File: src/rtl/sio_pm_pkg.sv
package sio_pm_pkg;

  typedef struct packed {
    logic       capsel;
    logic [1:0] frz_mode;
    logic       stop;
  } sio_cfg_t;

  localparam int CFG_W = $bits(sio_cfg_t);

  function automatic logic frz_honored(input logic [1:0] mode);
    return mode[1];
  endfunction

  function automatic logic unit_is_tx(input int unsigned u);
    return (u % 2) == 0;
  endfunction

  function automatic int unsigned unit_chan(input int unsigned u);
    return u / 2;
  endfunction

  function automatic logic rise(input logic lvl, input logic prev, input logic en);
    return lvl & ~prev & en;
  endfunction

endpackage

File: src/rtl/sio_cfg_bus.sv
module sio_cfg_bus
  import sio_pm_pkg::*;
(
  input  logic             clk,
  input  logic             rst_n,
  input  logic             bus_req,
  input  logic             bus_wr,
  input  logic             cfg_sel,
  input  logic [CFG_W-1:0] bus_wdata,
  output logic [CFG_W-1:0] bus_rdata,
  output logic             bus_ack,
  output logic             bus_err,
  output sio_cfg_t         cfg
);

  logic blocked;
  logic cfg_wr;

  assign blocked = bus_req & cfg.stop & ~cfg_sel;
  assign cfg_wr  = bus_req & bus_wr & cfg_sel;

  always_ff @(posedge clk or negedge rst_n) begin
    if (!rst_n) begin
      cfg       <= '0;
      bus_ack   <= 1'b0;
      bus_err   <= 1'b0;
      bus_rdata <= '0;
    end else begin
      if (cfg_wr) cfg <= sio_cfg_t'(bus_wdata);
      bus_ack   <= bus_req & ~blocked;
      bus_err   <= blocked;
      bus_rdata <= (bus_req & cfg_sel & ~bus_wr) ? cfg : '0;
    end
  end

  AST_RESP_EXCLUSIVE: assert property (@(posedge clk) disable iff (!rst_n)
    !(bus_ack && bus_err));
  AST_ERR_NEEDS_STOP: assert property (@(posedge clk) disable iff (!rst_n)
    $rose(bus_err) |-> $past(cfg.stop));
  AST_CFG_NEVER_ERR: assert property (@(posedge clk) disable iff (!rst_n)
    (bus_req && cfg_sel) |=> !bus_err);

endmodule

File: src/rtl/sio_clk_gate.sv
module sio_clk_gate (
  input  logic clk,
  input  logic rst_n,
  input  logic stop,
  input  logic lvl,
  output logic en
);

  logic low_phase;
  assign low_phase = ~lvl;

  always_ff @(posedge clk or negedge rst_n) begin
    if (!rst_n)         en <= 1'b1;
    else if (low_phase) en <= ~stop;
  end

  AST_EN_LOW_PHASE: assert property (@(posedge clk) disable iff (!rst_n)
    !$stable(en) |-> !$past(lvl));
  AST_STOP_HOLDS: assert property (@(posedge clk) disable iff (!rst_n)
    (stop && !en) |=> (!en || !$past(stop)));

endmodule

File: src/rtl/sio_unit_freeze.sv
module sio_unit_freeze (
  input  logic clk,
  input  logic rst_n,
  input  logic frz_en,
  input  logic bnd,
  input  logic brk,
  output logic frozen
);

  logic may_halt;
  assign may_halt = frz_en & bnd & ~brk;

  always_ff @(posedge clk or negedge rst_n) begin
    if (!rst_n)        frozen <= 1'b0;
    else if (!frz_en)  frozen <= 1'b0;
    else if (may_halt) frozen <= 1'b1;
  end

  AST_HALT_AT_BOUNDARY: assert property (@(posedge clk) disable iff (!rst_n)
    $rose(frozen) |-> $past(bnd));
  AST_NO_HALT_IN_BREAK: assert property (@(posedge clk) disable iff (!rst_n)
    (brk && !frozen) |=> !frozen);
  AST_RELEASE: assert property (@(posedge clk) disable iff (!rst_n)
    !frz_en |=> !frozen);

endmodule

File: src/rtl/sio_cts_capture.sv
module sio_cts_capture
  import sio_pm_pkg::*;
#(
  parameter int NCH = 2
) (
  input  logic           clk,
  input  logic           rst_n,
  input  logic           capsel,
  input  logic           xtal_lvl,
  input  logic           sclk_lvl,
  input  logic           xtal_en,
  input  logic           sclk_en,
  input  logic [NCH-1:0] cts_in,
  output logic [NCH-1:0] cts_q
);

  logic xtal_prev, sclk_prev;
  logic xtal_rise, sclk_rise, cap_edge;

  assign xtal_rise = rise(xtal_lvl, xtal_prev, xtal_en);
  assign sclk_rise = rise(sclk_lvl, sclk_prev, sclk_en);
  assign cap_edge  = capsel ? sclk_rise : xtal_rise;

  always_ff @(posedge clk or negedge rst_n) begin
    if (!rst_n) begin
      xtal_prev <= 1'b0;
      sclk_prev <= 1'b0;
    end else begin
      xtal_prev <= xtal_lvl;
      sclk_prev <= sclk_lvl;
    end
  end

  for (genvar c = 0; c < NCH; c++) begin : g_ch
    always_ff @(posedge clk or negedge rst_n) begin
      if (!rst_n)        cts_q[c] <= 1'b0;
      else if (cap_edge) cts_q[c] <= cts_in[c];
    end
  end

  AST_CTS_ON_EDGE: assert property (@(posedge clk) disable iff (!rst_n)
    !$stable(cts_q) |-> $past(capsel ? sclk_lvl : xtal_lvl));

endmodule

File: src/rtl/sio_pm_ctrl.sv
module sio_pm_ctrl
  import sio_pm_pkg::*;
#(
  parameter int NCH = 2,
  localparam int NUNIT = 2 * NCH
) (
  input  logic             clk,
  input  logic             rst_n,
  input  logic             bus_req,
  input  logic             bus_wr,
  input  logic             cfg_sel,
  input  logic [CFG_W-1:0] bus_wdata,
  output logic [CFG_W-1:0] bus_rdata,
  output logic             bus_ack,
  output logic             bus_err,
  input  logic             xtal_lvl,
  input  logic             sclk_lvl,
  output logic             xtal_en,
  output logic             sclk_en,
  input  logic             dbg_freeze,
  input  logic [NUNIT-1:0] char_bnd,
  input  logic [NCH-1:0]   brk_active,
  output logic [NUNIT-1:0] frozen,
  input  logic [NCH-1:0]   cts_in,
  output logic [NCH-1:0]   cts_q
);

  sio_cfg_t cfg;
  logic     frz_en;

  assign frz_en = dbg_freeze & frz_honored(cfg.frz_mode);

  sio_cfg_bus u_bus (
    .clk(clk), .rst_n(rst_n), .bus_req(bus_req), .bus_wr(bus_wr),
    .cfg_sel(cfg_sel), .bus_wdata(bus_wdata), .bus_rdata(bus_rdata),
    .bus_ack(bus_ack), .bus_err(bus_err), .cfg(cfg)
  );

  sio_clk_gate u_gate_xtal (
    .clk(clk), .rst_n(rst_n), .stop(cfg.stop), .lvl(xtal_lvl), .en(xtal_en)
  );

  sio_clk_gate u_gate_sclk (
    .clk(clk), .rst_n(rst_n), .stop(cfg.stop), .lvl(sclk_lvl), .en(sclk_en)
  );

  for (genvar u = 0; u < NUNIT; u++) begin : g_unit
    logic brk_u;
    assign brk_u = unit_is_tx(u) ? brk_active[unit_chan(u)] : 1'b0;
    sio_unit_freeze u_frz (
      .clk(clk), .rst_n(rst_n), .frz_en(frz_en),
      .bnd(char_bnd[u]), .brk(brk_u), .frozen(frozen[u])
    );
  end

  sio_cts_capture #(.NCH(NCH)) u_cts (
    .clk(clk), .rst_n(rst_n), .capsel(cfg.capsel),
    .xtal_lvl(xtal_lvl), .sclk_lvl(sclk_lvl),
    .xtal_en(xtal_en), .sclk_en(sclk_en),
    .cts_in(cts_in), .cts_q(cts_q)
  );

  AST_IGNORED_MODE: assert property (@(posedge clk) disable iff (!rst_n)
    !cfg.frz_mode[1] |=> (frozen == '0));
  AST_STOPPED_DARK: assert property (@(posedge clk) disable iff (!rst_n)
    (cfg.stop && !xtal_lvl) |=> !xtal_en);

endmodule

File: config.mk
export PLATFORM = sky130hd
export DESIGN_NAME = sio_pm_ctrl
export DESIGN_NICKNAME = d
export VERILOG_FILES = /design/src/rtl/sio_pm_pkg.sv /design/src/rtl/sio_cfg_bus.sv /design/src/rtl/sio_clk_gate.sv /design/src/rtl/sio_unit_freeze.sv /design/src/rtl/sio_cts_capture.sv /design/src/rtl/sio_pm_ctrl.sv
export SDC_FILE = /design/constraint.sdc
export NUM_CORES = 1
export LEC_CHECK = 0
export CORE_UTILIZATION = 35
export DETAILED_ROUTE_END_ITERATION = 6
export GPL_TIMING_DRIVEN = 0
export PLACE_DENSITY = 0.72
export REMOVE_ABC_BUFFERS = 1
export SYNTH_ARGS = -nofsm -noshare
export SYNTH_HDL_FRONTEND = slang
export SYNTH_SLANG_ARGS = --single-unit
File: constraint.sdc
create_clock -name clk -period 3.3 [get_ports clk]
set_input_delay 0.66 -clock clk [delete_from_list [all_inputs] [get_ports clk]]
set_output_delay 0.66 -clock clk [all_outputs]
set_load 0.01 [all_outputs]
==> qor.yml, run 1 <==
status:
  status: "finished clean"
floorplanning:
  pin_count: 34
  die-height_um: 47.9
  start_util_pct: 37.6
  die_area_um2: 2290
  die_w_um: 47.9
  coreArea_um2: 1960
  num_rows: 16
logic_synthesis:
  seq_area_frac_synth_pct: 68.3
  synth-adder-area-share_pct: 0
  synth.distinct_cells: 15
  syn_inst: 57
  synth_xor_area_share_pct: 0
  ys_ff_latch: 20
  netlist_area_um2: 737
  synth_mux_area_share_pct: 9.17
  synth_compound_area_share_pct: 4.92
  synth_top_family_by_area: "simple AND/OR/NAND/NOR gates"
  synth_warnings: 0
  syn_area_per_cell_um2: 12.9
  synthSimpleGateAreaFrac_pct: 12.6
global_route:
  antenna_found_initial: 0
  grt_max_degree: 21
  overflow: 0
  track_usage_pct: 12.3
  grt_pass1_wl_mm: 1.90
  grt_pass1_vias: 449
sta:
  finalMaxSlewViolations: 0
  worst_slack_ps: 1270
  fin_crit_sh_pct: 61.4
  setup_viol: 0
  rsz0062_at_grt: "false"
  timing.final.crit_period_ps: 2030
  fin_worst_skew_ps: 11.4
  finalHoldViolCount: 0
  worstMarginPinSlew_ps: 863
  tns_ps: 0
  timing.fmax_ghz: 0.493
  relSlewSlack_pct: 42.3
power_and_ir_drop:
  p_leak_nw: 0.481
  irDropWorstVdd_mv: 0.320
  power_density_nw_per_um2: 508
clock_network:
  cts.sinks: 20
  cts_root_buf: "clkbuf_4"
  cts_hold_buf: 0
  ctsResizeCount: 0
  clockBufferDepth: 2
  cts_setup_buffers: 0
  cts_tree: "yes"
  cts.clk_slew.worst_paths_ps: 110
  cts_buffers: 3
  htreeDepth: 1
  insertion_delay_ps: 300
setup_path:
  worst-path-buf-inv: 1
  cp_max_fo: 2
  cp_cell_sequence: "clkdlybuf4s50_1"
  path_class: "flop to output pin"
  worst_setup_path_end_kind: "output pin"
  crit_path_max_incr_delay_ps: 550
  critPathSlowestCell: "dfstp_2"
  cp.required_ps: 2640
  crit_family: "flip-flops"
  start_kind: "flop"
  critPathArrivalTime_ps: 1370
detailed_routing:
  drtAntennaViolNets: 0
  initialDrtViolationCount: 5
  dr.pass1.iters: 2
  drt-total-wl_mm: 1.37
  route.detailed.drc: 0
  vias_per_cell: 4.41
  wl_per_cell_um: 11.7
  vias: 516
layout:
  drive_above_1_share_pct: 15.6
  fin_cells: 117
  seq_area_um2: 503
  nets: 111
  n_fill_cell: 191
  multi_input_area_um2: 196
  area_growth_syn_to_layout_pct: 50.3
  antennaDiodeCount: 0
worst_hold_path:
  hp-class: "flop to flop"
placement:
  portBuffers: 33
  place.gp.congestion: 0.605
  dpl.hpwl_mm: 1.05
  dp_cells: 113
  preCtsSetupSlack_ps: 1300
flow_run:
  drv_cap: 0
## where the power goes
group / switching, mW / internal (mW)
registers: 0.0177 / 0.281
clock network: 0.0703 / 0.0672
logic: 0.0443 / 0.0817
total: 0.132 / 0.430
## per-layer routing
metal	global-route usage [%]	vias to the layer above	wire, um
met4	6.67	0	0
met1	15.3	246	578
met3	2.26	0	81
met5	0	-	0
met2	20.3	22	712
li1	-	248	-
## cell type report
type	count	share of cell area (%)
Clock buffer	4	3.28
Sequential cell	20	45.4
Timing Repair Buffer	33	29.8
Inverter	2	0.678
Tap cell	27	3.05
Multi-Input combinational cell	31	17.7
## sequential cells by signal (all words and copies together), names as in the netlist
register / flops
u_gate_sclk.en: 1
u_bus.bus_err: 1
u_bus.bus_rdata: 4
u_cts.sclk_prev: 1
u_bus.bus_ack: 1
u_cts.cts_q: 2
g_unit.u_frz.frozen: 4
u_gate_xtal.en: 1
u_cts.xtal_prev: 1
u_bus.cfg: 4
## final timing paths
path,startpoint,end,slack [ps],depth (start not counted)
setup / recovery,u_gate_sclk.en,sclk_en,1270,1
setup reg to reg,u_gate_xtal.en,u_cts.cts_q[0],1930,3
max in group asynchronous,rst_n,g_unit[0].u_frz.frozen,1920,1
hold / removal,u_bus.cfg[1],u_bus.bus_rdata[1],490,1
min in group asynchronous,rst_n,u_cts.cts_q[1],840,1
hold reg to reg,u_bus.cfg[1],u_bus.bus_rdata[1],490,1
## metrics by stage
stage / utilization, % / area [um2] / hold slack, ps / total power, mW
4_1_cts: 56.4 / 1110 / 491 / 0.576
3_5_place_dp: 54.6 / 1070 / 467 / 0.432
5_1_grt: 56.4 / 1110 / 500 / 0.594
6_report: 56.4 / 1110 / 488 / 0.562
2_1_floorplan: - / 707 / 364 / 0.349
3_3_place_gp: 54.6 / 1070 / 459 / 0.428
## synthesized netlist by cell type
cell type | n | share of area, %
nand2b_1 | 1 | 0.85
o21ai_0 | 2 | 1.4
buf_4 | 4 | 4.1
and2_1 | 3 | 2.5
o32ai_2 | 1 | 2.2
inv_1 | 2 | 1.0
nand2_1 | 5 | 2.5
dfstp_2 | 2 | 7.1
dfrtp_1 | 18 | 61
and2_2 | 1 | 1.0
nand3_1 | 1 | 0.68
mux2_2 | 6 | 9.2
nor2b_1 | 1 | 0.85
a21oi_1 | 2 | 1.4
nor2_1 | 8 | 4.1
## cells in the final DEF (no fill, tap or decap)
| master | netlist | layout |
|---|---|---|
| clkdlybuf4s50_1 | 0 | 33 |
| dfrtp_1 | 18 | 18 |
| nor2_1 | 8 | 8 |
| mux2_2 | 6 | 6 |
| nand2_1 | 5 | 5 |
| and2_1 | 3 | 3 |
| clkbuf_4 | 0 | 3 |
| o21ai_0 | 2 | 2 |
| inv_1 | 2 | 2 |
| a21oi_1 | 2 | 2 |
| dfstp_2 | 2 | 2 |
| nor2b_1 | 1 | 1 |
| and2_2 | 1 | 1 |
| nand3_1 | 1 | 1 |
| nand2b_1 | 1 | 1 |
| o32ai_2 | 1 | 1 |
| clkbuf_8 | 0 | 1 |
## logic make-up after synthesis
family                 Yosys count
DFF                             20
and+or+nand+nor                 20
muxes                            6
buffers and inverters            6
AOI/OAI and AO/OA                5
(Power assumes the default switching activity.)
==> run 2, diff against run 1 <==
==> constraint.sdc (replaced) <==
create_clock -name clk -period 2.1 [get_ports clk]
set_input_delay 0.42 -clock clk [delete_from_list [all_inputs] [get_ports clk]]
set_output_delay 0.42 -clock clk [all_outputs]
set_load 0.01 [all_outputs]
==> results of run 2 <==
Same layout as run 1 (identical final DEF). Status: finished clean.
Main changes from that run: setup slack after placement 1300 ps -> 340 ps; setup slack after layout 1270 ps -> 313 ps; register-to-register setup slack 1930 ps -> 730 ps; total power 0.562 mW -> 0.883 mW; worst IR drop on VDD 0.320 mV -> 0.503 mV
